## src/rtl/padcfg_pkg.sv

```systemverilog
// Shared constants for the pad configuration bank: word addresses of the
// decoded registers, the unlock key and the decode target encoding.
// Assumes a 4 KiB window addressed by byte offset, word-granular decode.
package padcfg_pkg;
    localparam int          EXT_COUNT  = 9;
    localparam int          ID_COUNT   = 12;
    localparam logic [31:0] UNLOCK_KEY = 32'h0ACC_E551;

    // Word addresses (byte offset >> 2); the pad window order is fixed by the map.
    localparam logic [9:0]  WA_ALTF    = 10'h108;
    localparam logic [9:0]  WA_EXT_LO  = 10'h140;
    localparam logic [9:0]  WA_EXT_HI  = 10'h147;
    localparam logic [9:0]  WA_LOCK    = 10'h148;
    localparam logic [9:0]  WA_COMMIT  = 10'h149;
    localparam logic [9:0]  WA_ANALOG  = 10'h14A;
    localparam logic [9:0]  WA_ID_LO   = 10'h3F4;

    typedef enum logic [2:0] {
        TGT_NONE,
        TGT_ALTF,
        TGT_EXT,
        TGT_LOCK,
        TGT_COMMIT,
        TGT_ID
    } tgt_e;
endpackage

```

## src/rtl/padcfg_decode.sv

```systemverilog
// Address decoder for the pad configuration bank.
// Maps a byte offset to a register target plus an index into the pad
// setting array or the ID byte list. When EXTENDED is 0 the pad window,
// lock and commit words decode as TGT_NONE (bad offset).
module padcfg_decode
    import padcfg_pkg::*;
#(
    parameter bit EXTENDED = 1'b1
) (
    input  logic [11:0] addr,
    output tgt_e        target,
    output logic [3:0]  ext_idx,
    output logic [3:0]  id_idx
);
    logic [9:0] wa;
    assign wa = addr[11:2];

    // Purpose: classify the word address into one target and its index.
    always_comb begin
        target  = TGT_NONE;
        ext_idx = '0;
        id_idx  = '0;
        if (wa == WA_ALTF) begin
            target = TGT_ALTF;
        end else if (wa >= WA_ID_LO) begin
            target = TGT_ID;
            id_idx = 4'(wa - WA_ID_LO);
        end else if (EXTENDED) begin
            if (wa >= WA_EXT_LO && wa <= WA_EXT_HI) begin
                target  = TGT_EXT;
                ext_idx = 4'(wa - WA_EXT_LO);
            end else if (wa == WA_ANALOG) begin
                target  = TGT_EXT;
                ext_idx = 4'(EXT_COUNT - 1);
            end else if (wa == WA_LOCK) begin
                target = TGT_LOCK;
            end else if (wa == WA_COMMIT) begin
                target = TGT_COMMIT;
            end
        end
    end
endmodule

```

## src/rtl/padcfg_lock.sv

```systemverilog
// Key lock and commit mask for the pad configuration bank.
// The lock opens only on the exact key. The commit mask accepts writes only
// while open. With ENABLE = 0 the bank is permanently locked and the
// commit mask is fixed at all ones.
module padcfg_lock #(
    parameter int          W      = 8,
    parameter bit          ENABLE = 1'b1,
    parameter logic [31:0] KEY    = 32'h0ACC_E551
) (
    input  logic          clk,
    input  logic          rst_n,
    input  logic          lock_we,
    input  logic          commit_we,
    input  logic [31:0]   wdata,
    output logic          locked,
    output logic [W-1:0]  commit
);
    generate
        if (ENABLE) begin : g_lock
            logic         locked_q;
            logic [W-1:0] commit_q;

            // Purpose: lock state follows every lock-word write.
            always_ff @(posedge clk) begin
                if (!rst_n)       locked_q <= 1'b1;
                else if (lock_we) locked_q <= (wdata != KEY);
            end

            // Purpose: commit mask takes the low byte only while unlocked.
            always_ff @(posedge clk) begin
                if (!rst_n)                      commit_q <= '1;
                else if (commit_we && !locked_q) commit_q <= wdata[W-1:0];
            end

            assign locked = locked_q;
            assign commit = commit_q;
        end else begin : g_nolock
            logic unused_nolock;
            assign unused_nolock = ^{clk, rst_n, lock_we, commit_we, wdata};
            assign locked = 1'b1;
            assign commit = '1;
        end
    endgenerate
endmodule

```

## src/rtl/padcfg_cfg_reg.sv

```systemverilog
// One per-pin configuration byte with a bitwise write mask.
// Bits with a 0 in wmask keep their value on a write.
module padcfg_cfg_reg #(
    parameter int           W   = 8,
    parameter logic [W-1:0] RST = '0
) (
    input  logic          clk,
    input  logic          rst_n,
    input  logic          we,
    input  logic [W-1:0]  wmask,
    input  logic [W-1:0]  wdata,
    output logic [W-1:0]  q
);
    // Purpose: masked merge of write data into the stored byte.
    always_ff @(posedge clk) begin
        if (!rst_n)  q <= RST;
        else if (we) q <= (q & ~wmask) | (wdata & wmask);
    end
endmodule

```

## src/rtl/padcfg_bank.sv

```systemverilog
// Guarded pad configuration register bank for one GPIO port.
// Holds the routing byte (guarded by the commit mask), the pad settings,
// the key lock and the ID bytes. A sticky flag records bad offsets.
// Assumes one access per cycle on bus_sel. bus_rdata is combinational
// from bus_addr, and writes take effect on the clock edge.
module padcfg_bank
    import padcfg_pkg::*;
#(
    parameter int                        PIN_W    = 8,
    parameter bit                        EXTENDED = 1'b1,
    parameter logic [8*ID_COUNT-1:0]     ID_BASE  = 96'hB1_05_F0_0D_00_21_37_55_00_00_00_00,
    parameter logic [8*ID_COUNT-1:0]     ID_EXT   = 96'hB1_05_F0_0D_01_2C_37_55_00_00_00_00
) (
    input  logic              clk,
    input  logic              rst_n,
    input  logic              bus_sel,
    input  logic              bus_wr,
    input  logic [11:0]       bus_addr,
    input  logic [31:0]       bus_wdata,
    output logic [31:0]       bus_rdata,
    output logic [PIN_W-1:0]  alt_func_sel,
    output logic [PIN_W-1:0]  drive_2ma,
    output logic [PIN_W-1:0]  drive_4ma,
    output logic [PIN_W-1:0]  drive_8ma,
    output logic [PIN_W-1:0]  open_drain,
    output logic [PIN_W-1:0]  pull_up,
    output logic [PIN_W-1:0]  pull_down,
    output logic [PIN_W-1:0]  slew_ctl,
    output logic [PIN_W-1:0]  digital_en,
    output logic [PIN_W-1:0]  analog_sel,
    output logic              access_err
);
    localparam logic [8*ID_COUNT-1:0] ID_SEL   = EXTENDED ? ID_EXT : ID_BASE;
    localparam logic [PIN_W-1:0]      ALL_ONES = '1;
    localparam logic [PIN_W-1:0]      ZEROS    = '0;

    tgt_e             target;
    logic [3:0]       ext_idx;
    logic [3:0]       id_idx;
    logic             wr_cyc;
    logic             locked;
    logic [PIN_W-1:0] commit;
    logic [PIN_W-1:0] ext_q [EXT_COUNT];

    assign wr_cyc = bus_sel && bus_wr;

    padcfg_decode #(.EXTENDED(EXTENDED)) u_decode (
        .addr    (bus_addr),
        .target  (target),
        .ext_idx (ext_idx),
        .id_idx  (id_idx)
    );

    padcfg_lock #(.W(PIN_W), .ENABLE(EXTENDED), .KEY(UNLOCK_KEY)) u_lock (
        .clk       (clk),
        .rst_n     (rst_n),
        .lock_we   (wr_cyc && target == TGT_LOCK),
        .commit_we (wr_cyc && target == TGT_COMMIT),
        .wdata     (bus_wdata),
        .locked    (locked),
        .commit    (commit)
    );

    padcfg_cfg_reg #(.W(PIN_W), .RST(ZEROS)) u_altf (
        .clk   (clk),
        .rst_n (rst_n),
        .we    (wr_cyc && target == TGT_ALTF),
        .wmask (commit),
        .wdata (bus_wdata[PIN_W-1:0]),
        .q     (alt_func_sel)
    );

    generate
        if (EXTENDED) begin : g_ext
            for (genvar i = 0; i < EXT_COUNT; i++) begin : g_reg
                padcfg_cfg_reg #(.W(PIN_W), .RST((i == 0) ? ALL_ONES : ZEROS)) u_reg (
                    .clk   (clk),
                    .rst_n (rst_n),
                    .we    (wr_cyc && target == TGT_EXT && ext_idx == 4'(i)),
                    .wmask (ALL_ONES),
                    .wdata (bus_wdata[PIN_W-1:0]),
                    .q     (ext_q[i])
                );
            end
        end else begin : g_noext
            for (genvar i = 0; i < EXT_COUNT; i++) begin : g_zero
                assign ext_q[i] = ZEROS;
            end
        end
    endgenerate

    assign drive_2ma  = ext_q[0];
    assign drive_4ma  = ext_q[1];
    assign drive_8ma  = ext_q[2];
    assign open_drain = ext_q[3];
    assign pull_up    = ext_q[4];
    assign pull_down  = ext_q[5];
    assign slew_ctl   = ext_q[6];
    assign digital_en = ext_q[7];
    assign analog_sel = ext_q[8];

    // Purpose: read mux, zero-extending every byte to the bus width.
    always_comb begin
        bus_rdata = '0;
        case (target)
            TGT_ALTF:   bus_rdata[PIN_W-1:0] = alt_func_sel;
            TGT_EXT: begin
                for (int i = 0; i < EXT_COUNT; i++) begin
                    if (ext_idx == 4'(i)) bus_rdata[PIN_W-1:0] = ext_q[i];
                end
            end
            TGT_LOCK:   bus_rdata[0] = locked;
            TGT_COMMIT: bus_rdata[PIN_W-1:0] = commit;
            TGT_ID: begin
                for (int i = 0; i < ID_COUNT; i++) begin
                    if (id_idx == 4'(i)) bus_rdata[7:0] = ID_SEL[8*i +: 8];
                end
            end
            default:    bus_rdata = '0;
        endcase
    end

    // Purpose: sticky record of any access to an undecoded offset.
    always_ff @(posedge clk) begin
        if (!rst_n)                             access_err <= 1'b0;
        else if (bus_sel && target == TGT_NONE) access_err <= 1'b1;
    end
endmodule

```

## config.mk

```make
export PLATFORM = sky130hd
export DESIGN_NAME = padcfg_bank
export DESIGN_NICKNAME = d
export VERILOG_FILES = /design/src/rtl/padcfg_pkg.sv /design/src/rtl/padcfg_decode.sv /design/src/rtl/padcfg_lock.sv /design/src/rtl/padcfg_cfg_reg.sv /design/src/rtl/padcfg_bank.sv
export SDC_FILE = /design/constraint.sdc
export NUM_CORES = 1
export LEC_CHECK = 0
export CAP_MARGIN = 10
export CELL_PAD_IN_SITES_DETAIL_PLACEMENT = 1
export CELL_PAD_IN_SITES_GLOBAL_PLACEMENT = 2
export CORE_MARGIN = 4
export CORE_UTILIZATION = 27
export DETAILED_ROUTE_END_ITERATION = 8
export MAX_ROUTING_LAYER = met4
export PLACE_DENSITY = 0.88
export SKIP_LAST_GASP = 1
export SLEW_MARGIN = 25
export SYNTH_ARGS = -nofsm -noshare
export SYNTH_HDL_FRONTEND = slang
export SYNTH_HIERARCHICAL = 1
export SYNTH_SLANG_ARGS = --single-unit
```

## constraint.sdc

```tcl
create_clock -name clk -period 5.1 [get_ports clk]
set_input_delay 1.02 -clock clk [delete_from_list [all_inputs] [get_ports clk]]
set_output_delay 1.02 -clock clk [all_outputs]
set_load 0.005 [all_outputs]
```

==> results.toml, run 1 <==
[status]
outcome = "complete, no violations"

[routing]
drt_first_pass_iters = 4
drc_errors = 0
vias = 5899
routedWlPerCell_um = 17.5
via_per_inst = 4.67
drtIter0Drc = 291
ant_nets = 0
wirelength_um = 22100

[layout]
fin_nets = 1036
area_delta_synth_final_pct = 47.6
instances_no_fill = 1264
drive_above_1_share_pct = 15.6
fin_area_mm2 = 0.00851
fin_util_pct = 40.5
diodes = 0

[sta]
setup_viol = 0
fin_skew_ns = 0.00371
max_slew_margin_pct = 47.1
whs_ns = 0.479
worst_pin_slew_ns = 0.791
fmax_ghz = 0.198
drv_slew = 0
min_period_over_period_pct = 98.9
hold_violations = 0
min_period_ns = 5.04
rsz0062_at_grt = "yes"

[grt]
antenna_found_initial = 0
overflow = 0
grt_pass1_wl_um = 34300
grt_usage_pct = 18.9
grt_pass1_vias = 6113
grt_max_degree = 73

[clock_tree]
htree_levels = 3
clk_pin_slew_worst_paths_ns = 0.07
cts_tree = "done"
cts_root_buf = "clkbuf_16"
cts.sinks = 90
hold_buffers = 0
numCtsBuffers = 9
clk_latency_ns = 0.35
cts.path.max_buffers = 2

[critical_path]
worstSetupStartpointType = "input pin"
required_ns = 4.08
crit_fanout = 14
end_kind = "output port"
crit_type = "in2out"
cp.arrival_ns = 4.02

[logic_synthesis]
synth_edf_count = 0
synth_area_mm2 = 0.00576
yosys.area.top_type = "dfxtp_1"
synth.area.top_cells = "dfxtp_1 31%, nand2_1 17%, mux2i_1 15%, buf_6 4.1%, buf_4 3.3%"
syn_avg_cell_area_um2 = 7.85
synthFlopType = "dfxtp_1"
synth.top_cell.area_share_pct = 31.3
synth_cells = 734
yosys.cell_types.count = 63
ys_ff_latch = 90
async_reset_ff_share_pct = 0
ys.warnings.count = 6
ys_seq_area_share_pct = 31.3

[placement]
post_dp_cell_area_mm2 = 0.00787
gp_congestion = 0.909
dp_hpwl_um = 16200
port_buffers = 134
placedCellCount = 1238

[floorplanning]
fp.coreArea_mm2 = 0.0210
die_h_um = 154
die_area_mm2 = 0.0237
ios = 161
die_w_um = 154
rows = 53
start_util_pct = 27.4

[power_and_ir_drop]
power.density_mw_per_mm2 = 178
p_total_mw = 1.52
power_leakage_nw = 3.77
irDropWorstVdd_mv = 0.129

[job]
maxCapViolCount = 0

[hold_path]
hold_path_class = "reg2reg"
## through the flow
stage                     worst slack, ns  TNS (ns)
final                              0.0565         0
after global routing              -0.0189   -0.0189
after CTS                          -0.142    -0.377
after detailed placement           -0.234     -1.54
after global placement             -0.237     -1.41
after floorplan                     0.756         0
## where the power goes
group,internal (mW),switching (mW)
clock,0.359,0.304
combinational,0.0625,0.0880
sequential,0.703,0.000492
## cells in the final DEF (no fill, tap or decap), types with 3 or more instances in the layout
cell type	n
nor2b_1	12
o211ai_1	4
nand4b_1	6
o21a_1	7
clkbuf_16	9
nor4_1	4
and3b_2	6
buf_4	65
buf_12	4
nand4_1	4
conb_1	104
a22oi_1	3
nand2b_1	8
a2bb2oi_1	3
a221oi_2	6
o21ai_0	23
mux2_2	9
mux2i_1	84
nand3_1	17
nand3b_1	5
dfxtp_1	90
and3b_1	3
a31oi_1	3
nor2_1	12
inv_1	5
nor3_1	6
buf_6	8
clkdlybuf4s50_1	120
dlymetal6s2s_1	9
a211oi_2	3
nor2_2	3
nand2_1	256
a21oi_1	14
## cells by family after synthesis
kind of cell | synth area share [%]
AND/OR/NAND/NOR | 29.5
AO/OA/AOI/OAI | 11.5
multiplexers | 16.7
flip-flops | 31.3
buffers and inverters | 9.94
adder cells (fa/ha/maj) | 0.868
other | 0.130
## synthesized netlist by cell type, drive strengths merged (6+ instances only)
cell and count:
nor3 6, buf 50, a221oi 8, a211oi 6, nand2b 8, nand2 258
mux2 9, inv 7, nand3 17, dfxtp 90, nor4 6, nor2 16
a21oi 14, nor3b 6, o21ai 27, o21a 7, clkbuf 24, nor2b 13
and3b 9, mux2i 84, nand4b 6
## worst max-delay path, stage by stage
cell             delay, ns
clkdlybuf4s50_1       0.56
buf_4                 0.16
inv_1                 0.09
buf_4                 0.16
a211oi_4              0.27
buf_12                0.17
buf_12                0.14
mux2_2                0.35
a22oi_2               0.15
o22ai_2               0.11
a221o_1               0.38
clkdlybuf4s50_1       0.46
## worst paths after layout
path / start / slack, ns / to / cells after the start
worst max-delay path: bus_addr[2] / 0.06 / bus_rdata[4] / 12
worst min-delay path: flip-flop / 0.48 / flip-flop / 2
worst max register to register: u_lock/locked$_SDFFE_PN1P_ / 3.89 / u_lock/commit[7]$_SDFFE_PN1P_ / 3
worst min register to register: flip-flop / 0.48 / flip-flop / 2
## metal layers
metal  global-route usage [%]  up-vias  wire [um]
met5                        -        -          0
met4                     4.63        0        380
met3                     3.01       23        941
met2                     30.8      137      10600
met1                     24.5     2843      10200
li1                         -     2896          -
## cell type report
| cell class | instances | area, um2 |
|---|---|---|
| Sequential cell | 90 | 1800 |
| Clock inverter | 5 | 36.3 |
| Multi-Input combinational cell | 665 | 4030 |
| Clock buffer | 11 | 253 |
| Inverter | 7 | 26.3 |
| Timing Repair Buffer | 211 | 2020 |
| Fill cell | 2549 | 12500 |
| Tap cell | 275 | 344 |
## what timing repair did
action / 4_1_cts / 5_1_grt
setup buffers: 5 / 4
endpoints found under the setup margin: 8 / 8
gates cloned: 1 / 0
gates resized for setup: 30 / 36
pin swaps: 10 / 17
Note: power is estimated with default switching activity, not from simulation.
==> inputs of run 2 (changes only) <==
--- a/config.mk
+++ b/config.mk
@@ -10,8 +10,8 @@
 export CELL_PAD_IN_SITES_GLOBAL_PLACEMENT = 2
 export CORE_MARGIN = 4
 export CORE_UTILIZATION = 27
+export CTS_BUF_LIST = sky130_fd_sc_hd__clkbuf_16
 export DETAILED_ROUTE_END_ITERATION = 8
-export MAX_ROUTING_LAYER = met4
 export PLACE_DENSITY = 0.88
 export SKIP_LAST_GASP = 1
 export SLEW_MARGIN = 25
==> results.toml, run 2 (same netlist as run 1, synthesis figures left out) <==
[critical_path]
end_kind = "output port"
r2r_end = "u_lock/commit[5]$_SDFFE_PN1P_"
reg2reg_slack_ns = 3.96
required_ns = 4.08
reg2reg_depth = 3
r2r-start = "u_lock/locked$_SDFFE_PN1P_"
worstSetupStartpointType = "input pin"
cp.arrival_ns = 3.96
crit_type = "in2out"
crit_fanout = 6

[routing]
ant_nets = 0
route.met3.wl_um = 921
wl_met1_um = 10100
top_layer = "met4"
wirelength_um = 21600
drtIter0Drc = 261
drc_errors = 0
vias = 5840
met2_length_um = 10300
via_per_inst = 4.62
drt_first_pass_iters = 4
routedWlPerCell_um = 17.1

[grt]
grt_usage_pct = 18.0
grt_max_degree = 75
grt_pass1_vias = 5899
antenna_found_initial = 0
overflow = 0
grt_pass1_wl_um = 33300

[power_and_ir_drop]
irDropWorstVdd_mv = 0.135
power_leakage_nw = 3.65
power.density_mw_per_mm2 = 183
p_total_mw = 1.54

[layout]
instances_no_fill = 1263
multi_input_area_mm2 = 0.00395
fin_util_pct = 39.9
drive_above_1_share_pct = 14.5
final_cell_mix = "257 x nand2_1, 124 x clkdlybuf4s50_1, 104 x conb_1"
area_delta_synth_final_pct = 45.4
final_common_cell = "nand2_1"
fin_nets = 1035
diodes = 0
ff_latch_area_mm2 = 0.00180
fill_cells = 2526

[clock_tree]
hold_buffers = 0
htree_levels = 3
cts.path.max_buffers = 2
numCtsBuffers = 9
clk_pin_slew_worst_paths_ns = 0.06
cts_root_buf = "clkbuf_16"
cts.sinks = 90
clk_latency_ns = 0.35
cts_tree = "done"

[placement]
placedCellCount = 1242
gp_congestion = 0.901
port_buffers = 134
dp_hpwl_um = 16200

[floorplanning]
ios = 161
rows = 53
start_util_pct = 27.4
die_area_mm2 = 0.0237
fp.coreArea_mm2 = 0.0210
die_w_um = 154
die_h_um = 154

[hold_path]
holdPathEnd = "access_err$_SDFFE_PN0P_"
hold_path_class = "reg2reg"
hold_path_startpoint = "access_err$_SDFFE_PN0P_"
min_path_cells = 1

[sta]
setup_viol = 0
hold_violations = 0
fin_setup_tns_ns = 0
fmax_ghz = 0.201
drv_slew = 0
worst_pin_slew_ns = 0.828
min_period_ns = 4.98
whs_ns = 0.465
max_slew_margin_pct = 44.7
fin_skew_ns = 0.00105
min_period_over_period_pct = 97.7

[status]
outcome = "complete, no violations"

[job]
maxCapViolCount = 0
run 2: cell types whose count changed in the layout (fill, tap and decap cells not counted), moves of 3 or more:
| cell | delta |
|---|---|
| a221oi_1 | +4 |
| a221oi_2 | -4 |
| buf_4 | +3 |
| buf_6 | -3 |
| clkbuf_2 | +4 |
| clkdlybuf4s50_1 | +4 |
| dlymetal6s2s_1 | -8 |
| inv_1 | +3 |
run 2: power breakdown:
part | total [mW] | internal (mW) | switching (mW)
registers | 0.703 | 0.703 | 0.000437
logic | 0.148 | 0.0620 | 0.0862
clock network | 0.684 | 0.380 | 0.304
run 2: critical path: stages:
cell and delay (ns):
clkdlybuf4s50_1 0.46, nor4_4 0.32, nand3_1 0.12, buf_6 0.16, a211oi_4 0.16, buf_6 0.15, bufbuf_16 0.26, mux2_2 0.34
a221oi_1 0.27, buf_4 0.17, a2bb2oi_1 0.17, o211ai_1 0.17, buf_2 0.18
run 2: through the flow:
stage,cell area [um2],worst slack [ns]
3_5_place_dp,7890,-0.251
2_1_floorplan,6150,0.756
5_1_grt,8380,-0.00476
6_report,8380,0.119
4_1_cts,8350,-0.0289
3_3_place_gp,7890,-0.205
run 2: final cells by class:
type	count	area share (%)
clock inverter	7	0.836
tap	275	4.11
multi-input combinational	665	47.1
sequential	90	21.5
clock buffer	9	2.69
inverter	7	0.314
timing repair buffer	210	23.4
run 2: how the worst max path moves through the flow:
stage                         endpoint         start  slack [ns]  cells past startpoint
final                     bus_rdata[6]   bus_addr[9]        0.12                     13
after global routing      bus_rdata[3]   bus_addr[9]      -0.005                     13
after CTS                 bus_rdata[2]  bus_addr[11]       -0.03                     13
after detailed placement  bus_rdata[2]   bus_addr[4]       -0.25                     11
after global placement    bus_rdata[5]   bus_addr[9]       -0.20                     11
after floorplan           bus_rdata[1]   bus_addr[5]        0.76                      9
run 2: timing repair:
item,CTS,global route
endpoints found under the setup margin,8,8
resized for setup,36,17
cloned,1,0
pin swaps,13,8
buffers inserted,3,1
run 2: layer usage:
metal	track usage [%]	up-vias
li1	-	2884
met1	23.7	2815
met3	3.86	16
met2	30.5	125
met4	3.28	0
met5	0	-
